<file path="src/rtl/awg_pkg.sv">
package awg_pkg;
  localparam int unsigned DATA_W = 8;

  typedef enum logic {
    SEL_DIV  = 1'b0,
    SEL_MODE = 1'b1
  } awg_sel_e;

  localparam int MB_MASTER = 0;
  localparam int MB_WSEN   = 2;
  localparam int MB_RISE   = 3;
  localparam int MB_FALL   = 4;
  localparam int MB_EVERY  = 5;

  localparam logic [DATA_W-1:0] MODE_KEEP = 8'h3D;
endpackage

</file>
<file path="src/rtl/awg_prescale.sv">
module awg_prescale #(
  parameter int unsigned DIV_W = 8
) (
  input  logic             clk,
  input  logic             rst_n,
  input  logic             clear,
  input  logic [DIV_W-1:0] div,
  output logic             tick,
  output logic             bclk
);
  logic [DIV_W-1:0] cnt_q, cnt_d;
  logic             bclk_q, bclk_d;

  always_comb begin
    tick   = !clear && (cnt_q == div);
    cnt_d  = cnt_q;
    bclk_d = bclk_q;
    if (clear) begin
      cnt_d  = '0;
      bclk_d = 1'b0;
    end else if (tick) begin
      cnt_d  = '0;
      bclk_d = ~bclk_q;
    end else begin
      cnt_d  = cnt_q + DIV_W'(1);
    end
  end

  always_ff @(posedge clk or negedge rst_n) begin
    if (!rst_n) begin
      cnt_q  <= '0;
      bclk_q <= 1'b0;
    end else begin
      cnt_q  <= cnt_d;
      bclk_q <= bclk_d;
    end
  end

  assign bclk = bclk_q;

  assert_cnt_bound_R3: assert property (@(posedge clk) disable iff (!rst_n)
    cnt_q <= div);

  assert_restart_R5: assert property (@(posedge clk) disable iff (!rst_n)
    clear |=> (cnt_q == '0 && !bclk_q));
endmodule

</file>
<file path="src/rtl/awg_frame.sv">
module awg_frame #(
  parameter int unsigned HALVES = 32
) (
  input  logic clk,
  input  logic rst_n,
  input  logic clear,
  input  logic tick,
  output logic phase
);
  localparam int unsigned HC_W = $clog2(HALVES);

  logic [HC_W-1:0] half_q, half_d;
  logic            phase_q, phase_d;
  logic            last;

  always_comb begin
    last    = (half_q == HC_W'(HALVES - 1));
    half_d  = half_q;
    phase_d = phase_q;
    if (clear) begin
      half_d  = '0;
      phase_d = 1'b0;
    end else if (tick) begin
      half_d  = last ? '0 : half_q + HC_W'(1);
      phase_d = last ? ~phase_q : phase_q;
    end
  end

  always_ff @(posedge clk or negedge rst_n) begin
    if (!rst_n) begin
      half_q  <= '0;
      phase_q <= 1'b0;
    end else begin
      half_q  <= half_d;
      phase_q <= phase_d;
    end
  end

  assign phase = phase_q;

  assert_half_hold_R4: assert property (@(posedge clk) disable iff (!rst_n)
    (!clear && !tick) |=> $stable(half_q));

  assert_phase_step_R4: assert property (@(posedge clk) disable iff (!rst_n)
    (!clear && !(tick && last)) |=> $stable(phase_q));
endmodule

</file>
<file path="src/rtl/awg_sync.sv">
module awg_sync #(
  parameter int unsigned STAGES = 2
) (
  input  logic clk,
  input  logic rst_n,
  input  logic async_in,
  output logic sync_out
);
  logic [STAGES-1:0] stg_q, stg_d;

  always_comb stg_d = {stg_q[STAGES-2:0], async_in};

  always_ff @(posedge clk or negedge rst_n) begin
    if (!rst_n) stg_q <= '0;
    else        stg_q <= stg_d;
  end

  assign sync_out = stg_q[STAGES-1];

  assert_sync_chain_R10: assert property (@(posedge clk) disable iff (!rst_n)
    ##1 (sync_out == $past(stg_q[STAGES-2])));
endmodule

</file>
<file path="src/rtl/audio_wclk_gen.sv">
module audio_wclk_gen
  import awg_pkg::*;
#(
  parameter int unsigned DIV_W       = 8,
  parameter int unsigned HALVES      = 32,
  parameter int unsigned SYNC_STAGES = 2,
  parameter int unsigned DIV_RST     = 8
) (
  input  logic              clk,
  input  logic              rst_n,
  input  logic              reg_wr,
  input  logic              reg_sel,
  input  logic [DATA_W-1:0] reg_wdata,
  input  logic              ext_ws,
  output logic [DIV_W-1:0]  div_value,
  output logic [DATA_W-1:0] mode_value,
  output logic [1:0]        status,
  output logic              bit_clk,
  output logic              word_strobe,
  output logic              sample_irq
);
  // Reset: asserted asynchronously, released on the clock.
  logic rst_meta, rst_core;
  always_ff @(posedge clk or negedge rst_n) begin
    if (!rst_n) begin
      rst_meta <= 1'b0;
      rst_core <= 1'b0;
    end else begin
      rst_meta <= 1'b1;
      rst_core <= rst_meta;
    end
  end

  // Registers.
  logic [DIV_W-1:0]  div_q, div_d;
  logic [DATA_W-1:0] mode_q, mode_d;
  logic              div_wr, mode_wr;

  always_comb begin
    div_wr  = reg_wr && (reg_sel == SEL_DIV);
    mode_wr = reg_wr && (reg_sel == SEL_MODE);
    div_d   = div_wr  ? reg_wdata[DIV_W-1:0] : div_q;
    mode_d  = mode_wr ? (reg_wdata & MODE_KEEP) : mode_q;
  end

  always_ff @(posedge clk or negedge rst_core) begin
    if (!rst_core) begin
      div_q  <= DIV_W'(DIV_RST);
      mode_q <= '0;
    end else begin
      div_q  <= div_d;
      mode_q <= mode_d;
    end
  end

  // Timing chain.
  logic master, clear, tick, bclk, frame_phase, ext_sync;

  assign master = mode_q[MB_MASTER];
  assign clear  = div_wr || !master;

  awg_prescale #(.DIV_W(DIV_W)) u_prescale (
    .clk   (clk),
    .rst_n (rst_core),
    .clear (clear),
    .div   (div_q),
    .tick  (tick),
    .bclk  (bclk)
  );

  awg_frame #(.HALVES(HALVES)) u_frame (
    .clk   (clk),
    .rst_n (rst_core),
    .clear (clear),
    .tick  (tick),
    .phase (frame_phase)
  );

  awg_sync #(.STAGES(SYNC_STAGES)) u_sync (
    .clk      (clk),
    .rst_n    (rst_core),
    .async_in (ext_ws),
    .sync_out (ext_sync)
  );

  // Edge detection and interrupt.
  logic phase, phase_q, rise, fall, irq_d, irq_q;

  always_comb begin
    phase = master ? frame_phase : ext_sync;
    rise  = phase && !phase_q;
    fall  = !phase && phase_q;
    irq_d = (mode_q[MB_RISE]  && rise) ||
            (mode_q[MB_FALL]  && fall) ||
            (mode_q[MB_EVERY] && (rise || fall));
  end

  always_ff @(posedge clk or negedge rst_core) begin
    if (!rst_core) begin
      phase_q <= 1'b0;
      irq_q   <= 1'b0;
    end else begin
      phase_q <= phase;
      irq_q   <= irq_d;
    end
  end

  assign bit_clk     = master && bclk;
  assign word_strobe = master && mode_q[MB_WSEN] && frame_phase;
  assign status      = {~phase, master ? word_strobe : ext_sync};
  assign sample_irq  = irq_q;
  assign div_value   = div_q;
  assign mode_value  = mode_q;

  assert_irq_edge_R8: assert property (@(posedge clk) disable iff (!rst_core)
    sample_irq |-> (phase_q != $past(phase_q)));

  assert_irq_gate_R9: assert property (@(posedge clk) disable iff (!rst_core)
    sample_irq |-> ($past(mode_q[MB_RISE]) || $past(mode_q[MB_FALL]) || $past(mode_q[MB_EVERY])));
endmodule

</file>
<file path="config.mk">
export PLATFORM = sky130hd
export DESIGN_NAME = audio_wclk_gen
export DESIGN_NICKNAME = d
export VERILOG_FILES = /design/src/rtl/awg_pkg.sv /design/src/rtl/awg_prescale.sv /design/src/rtl/awg_frame.sv /design/src/rtl/awg_sync.sv /design/src/rtl/audio_wclk_gen.sv
export SDC_FILE = /design/constraint.sdc
export NUM_CORES = 1
export LEC_CHECK = 0
export BUFFER_PORTS_ARGS = -buffer_cell sky130_fd_sc_hd__buf_2
export CAP_MARGIN = 20
export CORE_MARGIN = 3
export CORE_UTILIZATION = 60
export CTS_BUF_LIST = sky130_fd_sc_hd__clkbuf_2 sky130_fd_sc_hd__clkbuf_4 sky130_fd_sc_hd__clkbuf_8
export CTS_CLUSTER_DIAMETER = 30
export CTS_CLUSTER_SIZE = 8
export DETAILED_ROUTE_END_ITERATION = 6
export MAX_ROUTING_LAYER = met4
export PLACE_DENSITY = 0.87
export SYNTH_ARGS = -nofsm -noshare
export SYNTH_HDL_FRONTEND = slang
export SYNTH_SLANG_ARGS = --single-unit
</file>
<file path="constraint.sdc">
create_clock -name clk -period 1.72 [get_ports clk]
set_input_delay 0.172 -clock clk [delete_from_list [all_inputs] [get_ports clk]]
set_output_delay 0.172 -clock clk [all_outputs]
set_load 0.005 [all_outputs]
</file>
Word level (Yosys, flattened, before mapping):

Index checks and enable logic that the tools add are counted.

* logic and storage cells: 53
* flip-flop bits (word level): 34

* $add $sub $neg: 2
* equal/unequal tests: 2
* muxes and demuxes: 12
* reductions and logical operators: 22
* bitwise logic cells: 4

Operators with widths (number)
* $mux 8: 2
* $mux 5: 3
* $logic_and 1x1->1: 11
* $add 8x1->8 const B: 1
* $eq 8x8->1: 1
* $mux 1: 7
* $add 5x1->5 const B: 1
* $eq 5x5->1 const B: 1
* $logic_not 1->1: 4
* $logic_or 1x1->1: 4
* $not 1->1: 4
* $reduce_bool 2->1: 2
* $reduce_and 2->1: 1

Depth between registers and ports, before layout:

* depth after elaboration: 7
* mapped depth: 6

Hierarchy:

From an unflattened synthesis, not the netlist that was laid out.

* cell total of the unflattened synthesis: 130
* area total of the unflattened synthesis: 1619.1 sq um

By module, submodules not included
* audio_wclk_gen: area an instance 721.9 sq um, instances 1, cells an instance 53
* awg_prescale: area an instance 515.5 sq um, instances 1, cells an instance 46
* awg_frame: area an instance 331.6 sq um, instances 1, cells an instance 29
* awg_sync: area an instance 50.0 sq um, instances 1, cells an instance 2

Worst setup path after synthesis:

OpenSTA, ideal clock, no wires.

* path type: reg2reg
* start: register div_q[7], in the netlist div_value[7]
* end: register u_frame.phase_q, in the netlist u_frame.phase
* cell stages (with the launch flop): 6
* path buffers: 1
* arrival: 1.821 ns
* setup time: 0.078 ns
* slack: -0.179 ns
* required time: 1.642 ns
* path through: dfrtp_1 -> xor2_1 -> or4_4 -> buf_6 -> or4_1 -> a21oi_1

* cells in the longest elaborated chain, start to end: 4

Ends and longest elaborated chain
* from (decl): RTL line audio_wclk_gen.sv:35 `logic [DIV_W-1:0] div_q, div_d;`
* from (signal assigned): RTL line audio_wclk_gen.sv:48 `div_q <= DIV_W'(DIV_RST);`
* from (signal assigned): RTL line audio_wclk_gen.sv:51 `div_q <= div_d;`
* $eq 8x8->1: RTL line awg_prescale.sv:15 `tick = !clear && (cnt_q == div);`
* $logic_and 1x1->1: RTL line awg_prescale.sv:15
* $reduce_bool 2->1 (no line)
* $reduce_and 2->1 (no line)
* to (signal assigned): RTL line awg_frame.sv:35 `phase_q <= phase_d;`
* to (decl): RTL line awg_frame.sv:13 `logic phase_q, phase_d;`

Every way passes these cells.
A chain may end at the register's enable or synchronous reset.

Final worst setup path:

* start: register u_prescale.cnt_q[7]
* end: register u_frame.phase_q, in the netlist u_frame.phase

* cells in the longest elaborated chain, start to end: 4

Ends and longest elaborated chain
* from (decl): RTL line awg_prescale.sv:11 `logic [DIV_W-1:0] cnt_q, cnt_d;`
* from (signal assigned): RTL line awg_prescale.sv:34 `cnt_q <= cnt_d;`
* $eq 8x8->1: RTL line awg_prescale.sv:15
* $logic_and 1x1->1: RTL line awg_prescale.sv:15
* $reduce_bool 2->1 (no line)
* $reduce_and 2->1 (no line)

Every way passes these cells.

==> summary.md <==
| Metric | Value |
|---|---|
| Status | finished, violations left |
| Failing checks | negative setup slack |
| First-pass GRT wire length | 7030 um |
| Static Leakage | 1.09 nW |
| Initial antenna violation count | 0 |
| # placed instances | 221 |
| Layout area overhead | 39.6% |
| Clock power share | 0.302 |
| Seq/Total Area, Yosys | 0.537 |
| F_max | about 530 MHz |
| Drt initial violations | about 110 |
| Period utilisation layout | 1.10 |
| Net load switching power | around 0.56 mW |
| H-tree levels | 2 |
| Clock Skews | about 0.014 ns |
| Crit path max-delay family | simple AND/OR/NAND/NOR gates |
| Rows | 18 |
| Yosys top cell by area | dfrtp_1 |
| R2R setup slack | -0.17 ns |
| IO Port Bufs | 30 |
| Clock Tree Root | clkbuf_4 |
| Worst-path clk slew | between 0.1 and 0.15 ns |
| Hpwl dp | 2880 um |
| Worst EP arrival | about 2.2 ns |
| Required @ worst endpoint | 2.01 ns |
| Layout Nets | ~230 |
| GRT busiest layer | met2 |
| Worst path buffer plus inverter count | 0 |
| Combinational Power Share | 0.224 |
| Filler cell count | roughly 120 |
| # diodes | 0 |
| Clk buf depth | 2 |
| Drt pass-1 iters | 4 |
| Met1 Usage GRT | 0.322 |
| Critical path class | reg2reg |
| R2r worst-path depth | 4 |
| Class of the worst hold path | in2reg |
| Total GRT Usage | 0.301 |
| Internal power | 1.39 mW |
| I/O Pins | 34 |
| Placeable Area | around 2500 um2 |
| Hold path cells | 2 |
| Final setup fails | 14 |
| Vias in the first global route | approximately 1,400 |
| Initial Util | 0.635 |
| DR vias | between 1,000 and 1,500 |
| Share of the synthesized area in the top cell type | 0.520 |
| Fin crit period | roughly 1.9 ns |
| M2 GR Usage | 0.513 |
| Crit path max fanout | 5 |
| Overflow after GRT | 0 |
| # DRC | 0 |
| Crit-path slowest cell | or4_4 |
| Commonest cells after routing, fill and taps aside | 33 x dfrtp_1, 33 x buf_4, 30 x buf_2, 13 x mux2_2, 9 x xor2_1 |
| Max-Cap Viols | 0 |
| Total CTS buffers | 5 |
| Layout Cells excl Fill | between 200 and 250 |
| RSZ-0062 raised after global routing | yes |
| R2r startpoint | u_prescale.cnt_q[7]$_DFF_PN0_ |
| Syn Inst Count | ~140 |
| Total power | 1.96 mW |
| Crit path capture type | flop |
| Ranking of synthesized cells by area | dfrtp_1 52%, mux2_2 9.2%, xor2_1 6.6%, ha_1 3.9%, nor3_1 2.2% |
| Routed Antenna Nets | 0 |
| Final Hold Slack | roughly 0.05 ns |
| VDD IR max | 1050 uV |
| Die ar. | about 3300 um2 |
| Hold Violations, Final | 0 |
| WL final | roughly 4500 um |
| CP cell instances | xor2_2, or4_4, or4_4, a21oi_2 |
| # clock sinks | 34 |
| Synthesis Warnings | 0 |
| Horiz. Die Dim | approximately 57 um |
| Sequential power share | 0.474 |
| Unique masters post-synth | 34 |
| Hold Crit Start | reg_wdata[1] |
| DIE HEIGHT | ~57 um |
| Slowest cell delay on critical path | 0.58 ns |
| Setup WS post-layout | -0.166 ns |
| Via density | ~6 |
| Met3 Track Usage GR | 0.0950 |
| Post-synthesis register bit count | 34 |
| DP Worst Slack | -0.260 ns |
| Syn Area/Cell | between 10 and 15 um2 |
| Crit Reg-Reg Endpoint | u_frame.phase$_DFFE_PN0P_ |
| Pins Over Slew Limit | 0 |
| Fraction of power spent switching nets | 0.289 |
| Setup crit start kind | flop |
| Largest net degree at the start of global routing | 20 |
| Clk Latency, worst-skew pair | around 0.35 ns |
| Post-DR wirelength/cell | 19.0 um |
| Endpoint, Worst Hold | div_value[1]$_DFFE_PN0P_ |
| GPL Wtd Cong | just over 0.9 |
| CP most frequent cell | or4_4 |
| Pwr dens | 883 nW/um2 |
| CTS tree | done |
| Area of the mapped netlist | 1590 um2 |
| Share of layout cells above drive strength 1 | 0.502 |
| Setup TNS | -1.58 ns |
per-layer routing:
metal  share of wire  routed length (um)
met5               0                   0
met4           0.034                 155
met3           0.066                 302
met2            0.51                2330
met1            0.39                1750
final cells by class:
cell class / instances / area (um2) / share of cell area
repair buffers: 68 / 452 / 0.204
clock inverters: 3 / 40.0 / 0.0181
well taps: 30 / 37.5 / 0.0169
inverters: 6 / 22.5 / 0.0102
multi-input cells: 93 / 776 / 0.350
flip-flops and latches: 34 / 852 / 0.384
clock buffers: 5 / 37.5 / 0.0169
power by group through the flow:
stage	Combinational, mW	Clock, mW	Sequential, mW
6_report	0.439	0.591	0.928
3_5_place_dp	0.363	0	0.936
5_1_grt	0.470	0.634	0.935
3_3_place_gp	0.346	0	0.927
4_1_cts	0.413	0.581	0.922
2_1_floorplan	0.156	0	0.947
stage by stage:
step | cell area (um2) | util
finish | 2220 | 0.887
global route | 2220 | 0.887
CTS | 2170 | 0.870
detailed placement | 1950 | 0.782
global placement | 1950 | 0.782
floorplan | 1600 | -
cell usage after synthesis, drive strengths merged:
library cell / count
nor2b: 2
dfstp: 1
clkbuf: 2
nand4: 2
o21ai: 5
nor3b: 1
or3: 1
buf: 5
xnor2: 2
a31oi: 1
xor2: 12
or4: 4
nor3: 7
dfrtp: 33
a21oi: 5
o41ai: 2
inv: 6
o311ai: 2
nand2b: 2
and2: 3
nand3: 5
nor4: 2
mux2: 13
and3: 3
a22oi: 1
nand2: 5
o31ai: 1
ha: 5
conb: 2
nor2: 2
flip-flops by register name (all words and copies together) (netlist names):
signal / flops
u_prescale.bclk: 1
u_frame.half_q: 5
sample_irq: 1
u_frame.phase: 1
phase_q: 1
div_value: 8
u_sync.stg_q: 2
rst_meta: 1
rst_core: 1
u_prescale.cnt_q: 8
mode_value: 5
worst max path at each step:
stage                                     to  cells past startpoint  slack, ns                     startpoint
4_1_cts            u_frame.phase$_DFFE_PN0P_                      4      -0.14       div_value[7]$_DFFE_PN0P_
6_report           u_frame.phase$_DFFE_PN0P_                      4      -0.17  u_prescale.cnt_q[7]$_DFF_PN0_
2_1_floorplan      u_frame.phase$_DFFE_PN0P_                      5      -0.15  u_prescale.cnt_q[1]$_DFF_PN0_
3_3_place_gp   u_frame.half_q[0]$_DFFE_PN0P_                      4      -0.13       div_value[3]$_DFFE_PN1P_
5_1_grt        u_frame.half_q[0]$_DFFE_PN0P_                      4      -0.21  u_prescale.cnt_q[7]$_DFF_PN0_
3_5_place_dp   u_frame.half_q[3]$_DFFE_PN0P_                      5      -0.26       div_value[5]$_DFFE_PN0P_
cells by family after synthesis:
logic type               after synthesis  share of synthesized area
other                                  2                    0.00473
XOR/XNOR                              14                     0.0772
AND/OR/NAND/NOR                       39                      0.139
adder cells (fa/ha/maj)                5                     0.0394
flip-flops                            34                      0.537
AO/OA/AOI/OAI                         17                     0.0670
buffers and inverters                 13                     0.0433
multiplexers                          13                     0.0922
what timing repair did:
action / 4_1_cts / 5_1_grt
pin swaps: 8 / 1
hold buffers: 2 / 0
endpoints found under the hold margin: 3 / 0
setup buffers: 5 / 2
endpoints found under the setup margin: 15 / 15
gates cloned: 1 / 0
gates resized for setup: 17 / 7
Power figures use the tool's default switching activity.
